===== src/rtl/mcpu_pkg.sv =====
package mcpu_pkg;

    typedef enum logic [4:0] {
        OP_NOP  = 5'd0,
        OP_LD   = 5'd1,
        OP_ST   = 5'd2,
        OP_MV   = 5'd3,
        OP_LDI  = 5'd4,
        OP_JMP  = 5'd5,
        OP_BGT  = 5'd6,
        OP_INC  = 5'd7
    } op_e;

    typedef enum logic [2:0] {
        ST_FETCH = 3'd0,   // drive instruction read
        ST_FWAIT = 3'd1,   // capture instruction word
        ST_EXEC  = 3'd2,   // decode, act or issue second access
        ST_LWAIT = 3'd3,   // capture load data
        ST_IWAIT = 3'd4    // capture immediate word
    } state_e;

endpackage


===== src/rtl/mcpu_regfile.sv =====
module mcpu_regfile #(
    parameter int W    = 16,
    parameter int NREG = 8,
    localparam int SW  = $clog2(NREG)
) (
    input  logic          clk,
    input  logic          rst_n,
    input  logic          wr_en,
    input  logic [SW-1:0] wr_sel,
    input  logic [W-1:0]  wr_data,
    input  logic [SW-1:0] rd_a_sel,
    output logic [W-1:0]  rd_a,
    input  logic [SW-1:0] rd_b_sel,
    output logic [W-1:0]  rd_b
);

    logic [W-1:0] regs_q [NREG];

    always_ff @(posedge clk or negedge rst_n) begin
        if (!rst_n) begin
            for (int i = 0; i < NREG; i++) regs_q[i] <= '0;
        end else if (wr_en) begin
            regs_q[wr_sel] <= wr_data;
        end
    end

    assign rd_a = regs_q[rd_a_sel];
    assign rd_b = regs_q[rd_b_sel];

endmodule


===== src/rtl/mcpu_exu.sv =====
module mcpu_exu #(
    parameter int W = 16
) (
    input  logic [W-1:0] op_a,
    input  logic [W-1:0] op_b,
    output logic         a_above_b,
    output logic [W-1:0] b_next
);

    localparam logic [W-1:0] ONE = {{(W-1){1'b0}}, 1'b1};

    // unsigned magnitude compare, wrapping increment
    assign a_above_b = op_a > op_b;
    assign b_next    = op_b + ONE;

endmodule


===== src/rtl/mini_cpu16.sv =====
module mini_cpu16 #(
    parameter int W    = 16,
    parameter int NREG = 8
) (
    input  logic         clk,
    input  logic         rst_n,
    output logic [W-1:0] mem_addr,
    output logic [W-1:0] mem_wdata,
    input  logic [W-1:0] mem_rdata,
    output logic         mem_valid,
    output logic         mem_we
);
    import mcpu_pkg::*;

    localparam int SW  = $clog2(NREG);
    localparam int OPW = 5;
    localparam logic [W-1:0] ONE = {{(W-1){1'b0}}, 1'b1};

    typedef struct packed {
        state_e       st;
        logic [W-1:0] pc;
        logic [W-1:0] ir;
    } core_t;

    localparam core_t CORE_RST = '{st: ST_FETCH, pc: '0, ir: '0};

    core_t core_d, core_q;

    op_e           op;
    logic [SW-1:0] src_sel, dst_sel;
    logic [W-1:0]  src_val, dst_val, dst_inc;
    logic          src_above;
    logic          rf_we;
    logic [W-1:0]  rf_wdata;
    logic          unused_ir;

    assign op        = op_e'(core_q.ir[W-1 -: OPW]);
    assign src_sel   = core_q.ir[2*SW-1 -: SW];
    assign dst_sel   = core_q.ir[SW-1:0];
    assign unused_ir = ^core_q.ir[W-OPW-1:2*SW];

    mcpu_regfile #(.W(W), .NREG(NREG)) u_rf (
        .clk      (clk),
        .rst_n    (rst_n),
        .wr_en    (rf_we),
        .wr_sel   (dst_sel),
        .wr_data  (rf_wdata),
        .rd_a_sel (src_sel),
        .rd_a     (src_val),
        .rd_b_sel (dst_sel),
        .rd_b     (dst_val)
    );

    mcpu_exu #(.W(W)) u_exu (
        .op_a      (src_val),
        .op_b      (dst_val),
        .a_above_b (src_above),
        .b_next    (dst_inc)
    );

    always_comb begin
        core_d    = core_q;
        mem_valid = 1'b0;
        mem_we    = 1'b0;
        mem_addr  = core_q.pc;
        mem_wdata = src_val;
        rf_we     = 1'b0;
        rf_wdata  = src_val;

        case (core_q.st)
            ST_FETCH: begin
                mem_valid = 1'b1;
                core_d.st = ST_FWAIT;
            end
            ST_FWAIT: begin
                core_d.ir = mem_rdata;
                core_d.pc = core_q.pc + ONE;
                core_d.st = ST_EXEC;
            end
            ST_EXEC: begin
                core_d.st = ST_FETCH;
                case (op)
                    OP_LD: begin
                        mem_valid = 1'b1;
                        mem_addr  = src_val;
                        core_d.st = ST_LWAIT;
                    end
                    OP_ST: begin
                        mem_valid = 1'b1;
                        mem_we    = 1'b1;
                        mem_addr  = dst_val;
                    end
                    OP_MV: begin
                        rf_we = 1'b1;
                    end
                    OP_INC: begin
                        rf_we    = 1'b1;
                        rf_wdata = dst_inc;
                    end
                    OP_LDI, OP_JMP, OP_BGT: begin
                        mem_valid = 1'b1;
                        core_d.st = ST_IWAIT;
                    end
                    default: ;
                endcase
            end
            ST_LWAIT: begin
                rf_we     = 1'b1;
                rf_wdata  = mem_rdata;
                core_d.st = ST_FETCH;
            end
            ST_IWAIT: begin
                core_d.st = ST_FETCH;
                core_d.pc = core_q.pc + ONE;
                case (op)
                    OP_LDI: begin
                        rf_we    = 1'b1;
                        rf_wdata = mem_rdata;
                    end
                    OP_JMP: core_d.pc = mem_rdata;
                    OP_BGT: if (src_above) core_d.pc = mem_rdata;
                    default: ;
                endcase
            end
            default: core_d.st = ST_FETCH;
        endcase
    end

    always_ff @(posedge clk or negedge rst_n) begin
        if (!rst_n) core_q <= CORE_RST;
        else        core_q <= core_d;
    end

endmodule


===== config.mk =====
export PLATFORM = sky130hd
export DESIGN_NAME = mini_cpu16
export DESIGN_NICKNAME = d
export VERILOG_FILES = /design/src/rtl/mcpu_pkg.sv /design/src/rtl/mcpu_regfile.sv /design/src/rtl/mcpu_exu.sv /design/src/rtl/mini_cpu16.sv
export SDC_FILE = /design/constraint.sdc
export NUM_CORES = 1
export LEC_CHECK = 0
export BUFFER_PORTS_ARGS = -buffer_cell sky130_fd_sc_hd__buf_2
export CAP_MARGIN = 0
export CELL_PAD_IN_SITES_DETAIL_PLACEMENT = 1
export CELL_PAD_IN_SITES_GLOBAL_PLACEMENT = 1
export CORE_AREA = 8 8 156 158
export DETAILED_ROUTE_END_ITERATION = 12
export DIE_AREA = 0 0 164 166
export PLACE_DENSITY_LB_ADDON = 0.1
export SETUP_SLACK_MARGIN = 0.05
export SLEW_MARGIN = 10
export SYNTH_ARGS = -nofsm -noshare
export SYNTH_HDL_FRONTEND = slang
export SYNTH_SLANG_ARGS = --single-unit
export TNS_END_PERCENT = 30

===== constraint.sdc =====
create_clock -name clk -period 4.2 [get_ports clk]
set_input_delay 0.42 -clock clk [delete_from_list [all_inputs] [get_ports clk]]
set_output_delay 0.42 -clock clk [all_outputs]
set_load 0.05 [all_outputs]

* Yosys cells after proc, flatten, opt, wreduce, memory -nomap -nowiden
Cells that the tools add are included.
Storage, ports and cells: flip-flop bits (word level) 163, logic and storage cells 62
Operators by class: bitwise operators 2, magnitude comparators 4, mux-type cells 26, reduce and logical (&&, ||, !) cells 6, add/sub/neg operators 2, equality and inequality tests 11
Operators with widths (count):
- two-way mux 16 bit | 9
- bitwise mux 128 bit | 1
- binary-select mux 16 bit (select 3 bit) | 2
- case mux 16 bit (2 select lines) | 3
- demux 16 bit (select 3 bit) | 1
- case mux 16 bit (3 select lines) | 1
- adder 16 x 1 -> 16 bit, second input constant | 2
- equality test 5 x 3 -> 1 bit, second input constant | 4
- > comparator 16 bit | 1
- equality test 5 x 2 -> 1 bit, second input constant | 2
- case mux 3 bit (3 select lines) | 1
- >= comparator 4 bit, second input constant | 2
- NOT 3 -> 4 bit | 2
- equality test 3 x 2 -> 1 bit, second input constant | 2
- case mux 3 bit (2 select lines) | 1
- equality test 5 x 1 -> 1 bit, second input constant | 1
- two-way mux 1 bit | 5
- OR reduction 5 bit | 1
- < comparator 4 x 1 -> 1 bit, second input constant | 1
- equality test 3 x 1 -> 1 bit, second input constant | 1
- equality test 3 bit, second input constant | 1
- logical NOT 3 bit | 1
- case mux 1 bit (3 select lines) | 1
- OR reduction 3 bit | 1
- 4 further kinds | 4

* Longest topological paths before layout
Gate-level depths: netlist of the first run.
depth after elaboration 8, depth in mapped cells 18, gate-level depth less buffers 14

* Cells and area by module
From an unflattened synthesis of the first run, not the netlist that was laid out.
Second synthesis, totals: cells, all modules 750, area total of the unflattened synthesis 9990.8 µm²
Modules (own cells, without submodules):
- mcpu_regfile | seq. area each 3203.1 µm², area each 7000.5 µm², times used 1, cells each 393
- mini_cpu16 | seq. area each 750.7 µm², area each 2311.0 µm², times used 1, cells each 263
- mcpu_exu | seq. area each 0.0 µm², area each 679.4 µm², times used 1, cells each 94

* Least setup slack after synthesis of the first run
OpenSTA, ideal clock, no wires.
kind reg2reg, start point register core_q[3] (netlist bit), end point register core_q[20] (netlist bit), clock period less this slack 4.691 ns, cell stages (with the launch flop) 15, data arrival time 4.609 ns, buffers on the path 3, library setup time 0.083 ns, data required time 4.117 ns, path slack -0.491 ns, cell sequence dfrtp_1 clkbuf_1 buf_1 mux4_2 nand2_1 o21ai_0 ha_1 nand2_1 or3_1 o32a_1 a31oi_1 buf_1 a31o_2 a22oi_1 o21ai_0
On the way: word-level cells in the longest chain between the ends 8
RTL lines:
- start, declared | RTL line mini_cpu16.sv:27 | core_t core_d, core_q;
- start signal, assigned | RTL line mini_cpu16.sv:131 | else core_q <= core_d;
- NOT 3 -> 4 bit (not written as such) | RTL line mcpu_regfile.sv:27 | assign rd_a = regs_q[rd_a_sel];
- binary-select mux 16 bit (select 3 bit) | RTL line mcpu_regfile.sv:27
- two-way mux 16 bit (not written as such) (2 in a row) | RTL line mcpu_regfile.sv:27
- named net mem_wdata[15] | RTL line mini_cpu16.sv:8 | output logic [W-1:0] mem_wdata,
- > comparator 16 bit | RTL line mcpu_exu.sv:13 | assign a_above_b = op_a > op_b;
- two-way mux 16 bit | RTL line mini_cpu16.sv:121 | OP_BGT: if (src_above) core_d.pc = mem_rdata;
- case mux 16 bit (2 select lines) | RTL line mini_cpu16.sv:115 | case (op)
- case mux 16 bit (2 select lines) | RTL line mini_cpu16.sv:70 | case (core_q.st)
The timed path passes the listed nets, and every way through them passes these cells. The select of a mux whose other input is x is not followed. A chain may end at the register's enable or synchronous reset.

* Worst setup path after layout of the first run
start point register core_q[0] (netlist bit), end point register core_q[16] (netlist bit)
On the way: word-level cells in the longest chain between the ends 8
RTL lines:
- NOT 3 -> 4 bit (not written as such) | RTL line mcpu_regfile.sv:28 | assign rd_b = regs_q[rd_b_sel];
- binary-select mux 16 bit (select 3 bit) | RTL line mcpu_regfile.sv:28
- two-way mux 16 bit (not written as such) (2 in a row) | RTL line mcpu_regfile.sv:28
- > comparator 16 bit | RTL line mcpu_exu.sv:13
- two-way mux 16 bit | RTL line mini_cpu16.sv:121
- case mux 16 bit (2 select lines) | RTL line mini_cpu16.sv:115
- case mux 16 bit (2 select lines) | RTL line mini_cpu16.sv:70
Every way passes these cells. The select of a mux whose other input is x is not followed.

==> run summary, run 1 <==
Outcome: finished with violations
Failing checks: hold timing
Post-CTS Setup Repair Bufs: 0
WL per Instance: 24.6 um
Via-to-Cell Ratio: 6.10
Mapped Nets: 994
Nets: 1,063
Number of H-tree levels: 4
Clk sink count: 158
Setup TNS Final: 0 ns
Seq cells post-synth: 158
Least-Margin Pin Slew: 0.847 ns
Clk Tree Root Cell: clkbuf_16
Hold_ws: -0.00445 ns
Initial antenna violation count: 0
DR iter-0 viols: 590
TritonCTS Buffers: 17
Vias in the first global route: 8,341
Crit path DAT: 4.33 ns
Slew HR: 43.5%
Clock skew: 0.0198 ns
Pre-Repair DR Iteration Count: 5
Chip width: 164 um
Final Cycle Share: 95.6%
Initial Utilization: 43.0%
Terminus of the critical flop-to-flop path: core_q[16]
Largest net degree at the start of global routing: 82
Max clock buf depth: 2
Worst reg-to-reg setup slack: 0.18 ns
Antenna cells: 0
Clock Latency Late Sink: 0.44 ns
Top Ports: 52
Crit Path Class: reg2reg
Max Cap Viol: 0
Synth unique cells: 70
Final Setup Violations: 0
Synthesized area: 9500 um^2
DP HPWL: 23.7 mm
RSZ-0062 raised after global routing: false
DRC viols: 0
EDFF count, synth: 0
Antenna Violating Nets Remaining: 0
Layout cells sized above 1: 22.3%
CP endpoint kind: flip-flop
Die area: 27,200 um^2
Resized cells post-CTS: 0
Post-CTS Hold Fix Bufs: 0
Multi-input logic area: 5150 um^2
Type of the worst min-delay path: in2async
GR Overflow Total: 0
Post-synthesis area per instance: 9.92 um^2
FILL cells: 2,467
Die height: 166 um
FP Rows: 55
Final Hold Fails: 1
Routed vias: 8,069
WL final: 32.5 mm
Post-layout util: 49.3%
Gp weighted congestion: 0.875
Clock slew at reported path FFs: 0.07 ns
Most used DFF post-synth: dfrtp_1
Fin crit period: 4.02 ns
Critical path startpoint category: flip-flop
GRT Total Usage: 24.3%
Max Clk Rate: 249 MHz
Ys Warns: 0
Max Fanout on Critical Path: 26
Ys async rst share: 100%
Core area: 22,100 um^2
TritonCTS clock tree: done
Worst Reg2Reg Path Length in Cells: 12
First-pass GRT wire length: 50.9 mm
CP required: 4.51 ns
RR Startpoint: core_q[0]
Fin. max-slew vios: 0
P&R area growth vs syn: 14.7%
Cell count after synthesis: 958
Reg area: 3960 um^2
Register area share after synthesis: 41.6%
Port buffer count: 51
sequential cells by signal (all words and copies together) (netlist names):
register	flops
u_rf.regs_q	128
core_q	30
Yosys cell counts, drive strengths merged, types with 4 or more instances:
cell	number	area (um^2)
o211ai	4	30.0
nand3b	6	57.6
nor2	54	203
and2	4	25.0
a31oi	7	43.8
inv	30	115
o21ai	140	704
a21oi	37	189
o22ai	4	25.0
and3	8	50.1
ha	18	225
nand2b	8	50.1
xor2	5	43.8
buf	19	114
a221o	6	60.1
nor3b	4	30.0
xnor2	17	149
clkbuf	46	174
dfrtp	158	3950
nor3	5	35.0
o21a	4	30.0
nand2	151	567
a222oi	12	120
a22o	6	52.6
a211oi	7	65.1
nand4	7	50.1
a22oi	22	179
mux2i	30	304
mux2	25	282
nand3	13	65.1
a221oi	15	138
mux4	47	1080
a21o	4	30.0
nor2b	8	50.1
cell type report:
class / instances / area share (%)
Clock buffer: 19 / 4.16
Sequential cell: 158 / 36.3
Clock inverter: 11 / 0.781
Multi-Input combinational cell: 705 / 47.2
Inverter: 30 / 1.06
Tap cell: 285 / 3.27
Timing Repair Buffer: 115 / 7.19
routing by layer:
| metal | share of wire, % | GRT usage [%] | routed length, um |
|---|---|---|---|
| met1 | 46 | 33.5 | 15000 |
| met2 | 48 | 38.7 | 15500 |
| met3 | 4.7 | 3.87 | 1510 |
| met4 | 1.7 | 7.28 | 563 |
| met5 | 0 | 0 | 0 |
critical path, cell delays in order (launching register included):
cell       delay [ns]
dfrtp_2          0.62
nor2_1           0.30
a221oi_1         0.14
o21ai_1          0.48
inv_2            0.13
ha_1             0.34
a21o_1           0.18
a21o_1           0.17
a2111oi_0        0.47
o32a_1           0.21
a31oi_1          0.16
a31o_2           0.37
a221o_1          0.31
kinds of logic after synthesis:
family,after synthesis,synth area share [%]
AO/OA/AOI/OAI,279,18.6
XOR/XNOR,22,2.03
adder cells (fa/ha/maj),18,2.37
buffers and inverters,95,4.24
flip-flops,158,41.6
multiplexers,102,17.5
AND/OR/NAND/NOR,284,13.7
placed cells by master (no fill, tap or decap), types with 4 or more instances in the layout:
master	count
o21ai_1	62
a31oi_1	7
xnor2_1	17
o22ai_1	4
mux4_1	5
buf_2	50
clkbuf_16	17
a21oi_1	36
and3_1	8
nor2_1	54
a22o_1	6
a22oi_1	21
inv_1	27
buf_4	60
a222oi_1	12
nand3b_1	5
a221oi_1	14
nand2_1	151
mux2i_1	29
o21a_1	4
nor2b_1	7
a221o_1	6
o21ai_0	77
ha_1	18
a21o_1	4
nor3b_1	4
o211ai_1	4
mux4_2	42
mux2_2	23
dfrtp_1	155
a211oi_1	6
nand2b_1	8
nand4_1	6
xor2_1	5
nand3_1	13
metrics by stage:
| step | std cells | instance area [um^2] | worst slack [ns] |
|---|---|---|---|
| 2_1_floorplan | 958 | 9510 | 0.0746 |
| 3_3_place_gp | 1293 | 10400 | 0.291 |
| 3_5_place_dp | 1293 | 10400 | 0.231 |
| 4_1_cts | 1323 | 10900 | 0.216 |
| 5_1_grt | 1323 | 10900 | 0.0674 |
| 6_report | 1323 | 10900 | 0.183 |
worst max-delay path by stage:
stage | endpoint | depth (start not counted) | startpoint
2_1_floorplan | core_q[16] | 14 | core_q[3]
3_3_place_gp | core_q[17] | 12 | core_q[0]
3_5_place_dp | core_q[16] | 15 | core_q[1]
4_1_cts | core_q[16] | 15 | core_q[1]
5_1_grt | core_q[16] | 15 | core_q[1]
6_report | core_q[16] | 12 | core_q[0]
Power of run 1 is not shown: default switching activity piles up to over one toggle a cycle in this logic, so the estimate is an artifact.
==> run 2, diff against run 1 <==
--- a/config.mk
+++ b/config.mk
@@ -9,9 +9,10 @@
 export CAP_MARGIN = 0
 export CELL_PAD_IN_SITES_DETAIL_PLACEMENT = 1
 export CELL_PAD_IN_SITES_GLOBAL_PLACEMENT = 1
-export CORE_AREA = 8 8 156 158
+export CORE_AREA = 8 8 155 157
+export CTS_BUF_LIST = sky130_fd_sc_hd__clkbuf_4 sky130_fd_sc_hd__clkbuf_8
 export DETAILED_ROUTE_END_ITERATION = 12
-export DIE_AREA = 0 0 164 166
+export DIE_AREA = 0 0 163 165
 export PLACE_DENSITY_LB_ADDON = 0.1
 export SETUP_SLACK_MARGIN = 0.05
 export SLEW_MARGIN = 10
==> run summary, run 2 (synthesis results as in run 1) <==
Outcome: complete, no violations
TritonCTS Buffers: 17
Max clock buf depth: 2
Slowest CP cell: dfrtp_4
Crit Path Class: reg2reg
Largest net degree at the start of global routing: 97
Least-Margin Pin Slew: 0.899 ns
Post-Place Cells: 1,287
DRC viols: 0
WL final: 32.1 mm
Crit path DAT: 4.27 ns
Die area: 26,900 um^2
Largest Register: u_rf.regs_q
Clock skew: 0.0152 ns
TritonCTS clock tree: done
Die height: 165 um
Routed vias: 8,146
Most common cell after layout, fill and taps aside: dfrtp_1
Chip width: 163 um
Final Setup Violations: 0
Placed standard-cell area: 10,400 um^2
CP endpoint kind: flip-flop
Fin. max-slew vios: 0
Most frequent cells in the layout: dfrtp_1 (155), nand2_1 (151), o21ai_0 (77)
Gp weighted congestion: 0.886
Initial antenna violation count: 0
Port buffer count: 51
Vias in the first global route: 8,379
Max Clk Rate: 255 MHz
Clk sink count: 158
DP HPWL: 23.7 mm
Core area: 21,500 um^2
Slew HR: 40.1%
WL per Instance: 24.4 um
Type of the worst min-delay path: in2async
Final Hold Fails: 0
Worst stage delay on the critical path: 0.56 ns
Max Cap Viol: 0
Antenna cells: 0
Max reg flops: 128
CP Cell Sequence: buf_12, mux4_2, mux2i_1, inv_1, ha_1, nand4_1, or3_1, nor2_1, o21ai_0, a31oi_1, o21ai_1, buf_4, nor2b_1, a221o_1
Clk Tree Root Cell: clkbuf_8
GR Overflow Total: 0
Via-to-Cell Ratio: 6.19
Post-CTS Setup Repair Bufs: 0
Nets: 1,062
Number of H-tree levels: 4
DR iter-0 viols: 644
Clock Latency Late Sink: 0.47 ns
Antenna Violating Nets Remaining: 0
Largest regs: u_rf.regs_q x128, core_q x30
Post-CTS Hold Fix Bufs: 0
Clock slew at reported path FFs: 0.09 ns
Fin crit period: 3.93 ns
P&R area growth vs syn: 13.5%
FP Rows: 54
GRT Total Usage: 24.6%
Pre-Repair DR Iteration Count: 6
Initial Utilization: 44.2%
Max Fanout on Critical Path: 17
Cell Count, Final, Fillers Out: 1,317
Resized cells post-CTS: 0
Finished Cell Area: 10,800 um^2
Final Cycle Share: 93.5%
Layout cells sized above 1: 22.3%
First-pass GRT wire length: 50.4 mm
Setup TNS Final: 0 ns
Critical path startpoint category: flip-flop
FILL cells: 2,427
RSZ-0062 raised after global routing: true
Top Ports: 52
CP required: 4.54 ns
## run 2: area by class of cell
cell class / instances / area [um^2] / share of cell area [%]
repair buffers: 114 / 785 / 7.27
multi-input cells: 705 / 5150 / 47.7
flip-flops and latches: 158 / 3960 / 36.7
inverters: 30 / 115 / 1.07
well taps: 280 / 350 / 3.25
clock inverters: 12 / 185 / 1.72
clock buffers: 18 / 241 / 2.24
## run 2: final timing paths
path	startpoint	endpoint	slack, ns	depth (start not counted)
worst max-delay path	core_q[3]	core_q[16]	0.27	14
worst max register to register	core_q[3]	core_q[16]	0.27	14
worst min-delay path	rst_n	u_rf.regs_q[51]	0.05	1
worst min register to register	u_rf.regs_q[98]	u_rf.regs_q[98]	0.52	2
max in group asynchronous	rst_n	u_rf.regs_q[91]	3.26	2
min in group clk	mem_rdata[8]	core_q[24]	0.26	3
## run 2: metrics by stage
stage,hold WS (ns),utilization (%),setup WS (ns)
after floorplan,0.124,-,0.0746
after global placement,0.475,48.2,0.380
after detailed placement,0.496,48.2,0.267
after CTS,0.0876,50.2,0.250
after global routing,0.116,50.2,0.0434
final,0.0521,50.2,0.272
## run 2: worst max-delay path: cells and delay by family (launching register included)
kind,cells,cell delay (ns)
AOI/OAI and AO/OA,4,0.83
muxes,2,0.77
and+or+nand+nor,4,0.76
DFF,1,0.56
buffers and inverters,3,0.56
adders and majority gates,1,0.31
## run 2: routing by layer
metal  GRT usage, %  part of all wire (%)
met3           5.03                   5.9
met4           7.46                   2.1
met1           33.6                    46
met5              0                     0
met2           38.7                    46
Power of run 2 is left out for the same reason.
==> run 3, diff against run 2 <==
--- a/config.mk
+++ b/config.mk
@@ -9,10 +9,10 @@
 export CAP_MARGIN = 0
 export CELL_PAD_IN_SITES_DETAIL_PLACEMENT = 1
 export CELL_PAD_IN_SITES_GLOBAL_PLACEMENT = 1
-export CORE_AREA = 8 8 155 157
+export CORE_AREA = 8 8 164 166
 export CTS_BUF_LIST = sky130_fd_sc_hd__clkbuf_4 sky130_fd_sc_hd__clkbuf_8
 export DETAILED_ROUTE_END_ITERATION = 12
-export DIE_AREA = 0 0 163 165
+export DIE_AREA = 0 0 172 174
 export PLACE_DENSITY_LB_ADDON = 0.1
 export SETUP_SLACK_MARGIN = 0.05
 export SLEW_MARGIN = 10
==> constraint.sdc (replaced) <==
create_clock -name clk -period 4.2 [get_ports clk]
set_input_delay 0.21 -clock clk [delete_from_list [all_inputs] [get_ports clk]]
set_output_delay 0.21 -clock clk [all_outputs]
set_load 0.05 [all_outputs]
==> run summary, run 3 (synthesis results as in run 1) <==
Outcome: complete, no violations
Gp weighted congestion: 0.911
Max Clk Rate: 256 MHz
Final Cycle Share: 93.1%
Largest net degree at the start of global routing: 89
Largest regs: u_rf.regs_q x128, core_q x30
Antenna cells: 0
WL per Instance: 24.0 um
Fin. max-slew vios: 0
Type of the worst min-delay path: in2reg
Largest delay share family, worst path: compound AO/OA/AOI/OAI gates
Nets: 1,071
Initial Utilization: 38.7%
Pre-Repair DR Iteration Count: 5
Clock skew: 0.0234 ns
Clk Tree Root Cell: clkbuf_8
Routed vias: 8,091
First-pass GRT wire length: 51.4 mm
Clk sink count: 158
Clock slew at reported path FFs: 0.11 ns
Final Hold Fails: 0
Chip width: 172 um
Port buffer count: 51
Critical path startpoint category: flip-flop
CP required: 4.56 ns
Vias in the first global route: 8,167
Most frequent cells in the layout: dfrtp_1 (156), nand2_1 (151), o21ai_0 (77)
Setup TNS Final: 0 ns
TritonCTS Buffers: 17
RSZ-0062 raised after global routing: false
Initial antenna violation count: 0
Slowest CP cell: dfrtp_4
Largest Register: u_rf.regs_q
Crit path DAT: 4.27 ns
Die height: 174 um
Core area: 24,500 um^2
WL final: 33.1 mm
DR iter-0 viols: 770
P&R area growth vs syn: 15.0%
GR Overflow Total: 0
Max reg flops: 128
FILL cells: 2,823
CP Cell Sequence: mux4_2, mux2i_1, inv_1, ha_1, a21o_1, a21o_1, a2111oi_1, o32a_1, a31oi_1, a31o_2, a222oi_1, inv_1
Max Cap Viol: 0
FP Rows: 58
CP bufs+invs: 2
DP HPWL: 24.4 mm
Fin crit period: 3.91 ns
Clock Latency Late Sink: 0.48 ns
Worst stage delay on the critical path: 0.56 ns
Top Ports: 52
Most common cell after layout, fill and taps aside: dfrtp_1
Worst reg-to-reg setup slack: 0.29 ns
Antenna Violating Nets Remaining: 0
DRC viols: 0
Via-to-Cell Ratio: 5.87
Final Setup Violations: 0
CP endpoint kind: flip-flop
Number of H-tree levels: 4
Least-Margin Pin Slew: 1.07 ns
Crit Path Class: reg2reg
GRT Total Usage: 22.6%
Max Fanout on Critical Path: 12
Slew HR: 28.8%
TritonCTS clock tree: done
Max clock buf depth: 2
Die area: 29,900 um^2
Layout cells sized above 1: 22.8%
## run 3: path summary, 6_finish.rpt
check / from / to / cells after the start
worst min-delay path: mem_rdata[1] / core_q[17] / 3
worst max-delay path: core_q[3] / core_q[17] / 12
worst min register to register: u_rf.regs_q[17] / u_rf.regs_q[17] / 2
worst max register to register: core_q[3] / core_q[17] / 12
max in group asynchronous: rst_n / u_rf.regs_q[28] / 3
min in group asynchronous: rst_n / core_q[21] / 2
## run 3: metrics by stage
stage               hold slack, ns  setup WS, ns  utilization, %  instances  area (um^2)
global placement             0.351         0.151            42.4       1338        10400
global route                0.0190        0.0742            44.5       1378        10900
floorplan                  -0.0856        0.0746               -        958         9510
CTS                        0.00126         0.162            44.3       1373        10900
detailed placement           0.353        0.0673            42.4       1338        10400
finish                      0.0318         0.290            44.5       1378        10900
## run 3: worst min-delay path: stages
cell      delay [ns]
buf_2           0.13
a222oi_1        0.08
inv_1           0.05
## run 3: what timing repair did
item,CTS,global route
setup buffers,0,5
gates cloned,0,0
setup endpoints to repair,1,9
gates resized for setup,1,2
hold buffers,3,0
hold endpoints to repair,88,0
## run 3: final cells by class
class	count	area (um^2)	area share [%]
clock buffer	17	234	2.14
timing repair buffer	123	835	7.64
sequential	158	3960	36.2
inverter	30	115	1.05
tap	330	413	3.78
clock inverter	15	211	1.94
multi-input combinational	705	5160	47.2
## run 3: routing by layer
metal | track usage [%] | share of wire, % | wire length, um | up-vias
met5 | 0 | 0 | 0 | -
met4 | 5.10 | 1.4 | 469 | 0
met3 | 3.95 | 5.2 | 1710 | 36
met2 | 35.0 | 46 | 15200 | 211
met1 | 32.3 | 47 | 15700 | 4143
li1 | - | - | - | 3701
Power of run 3 is left out for the same reason.
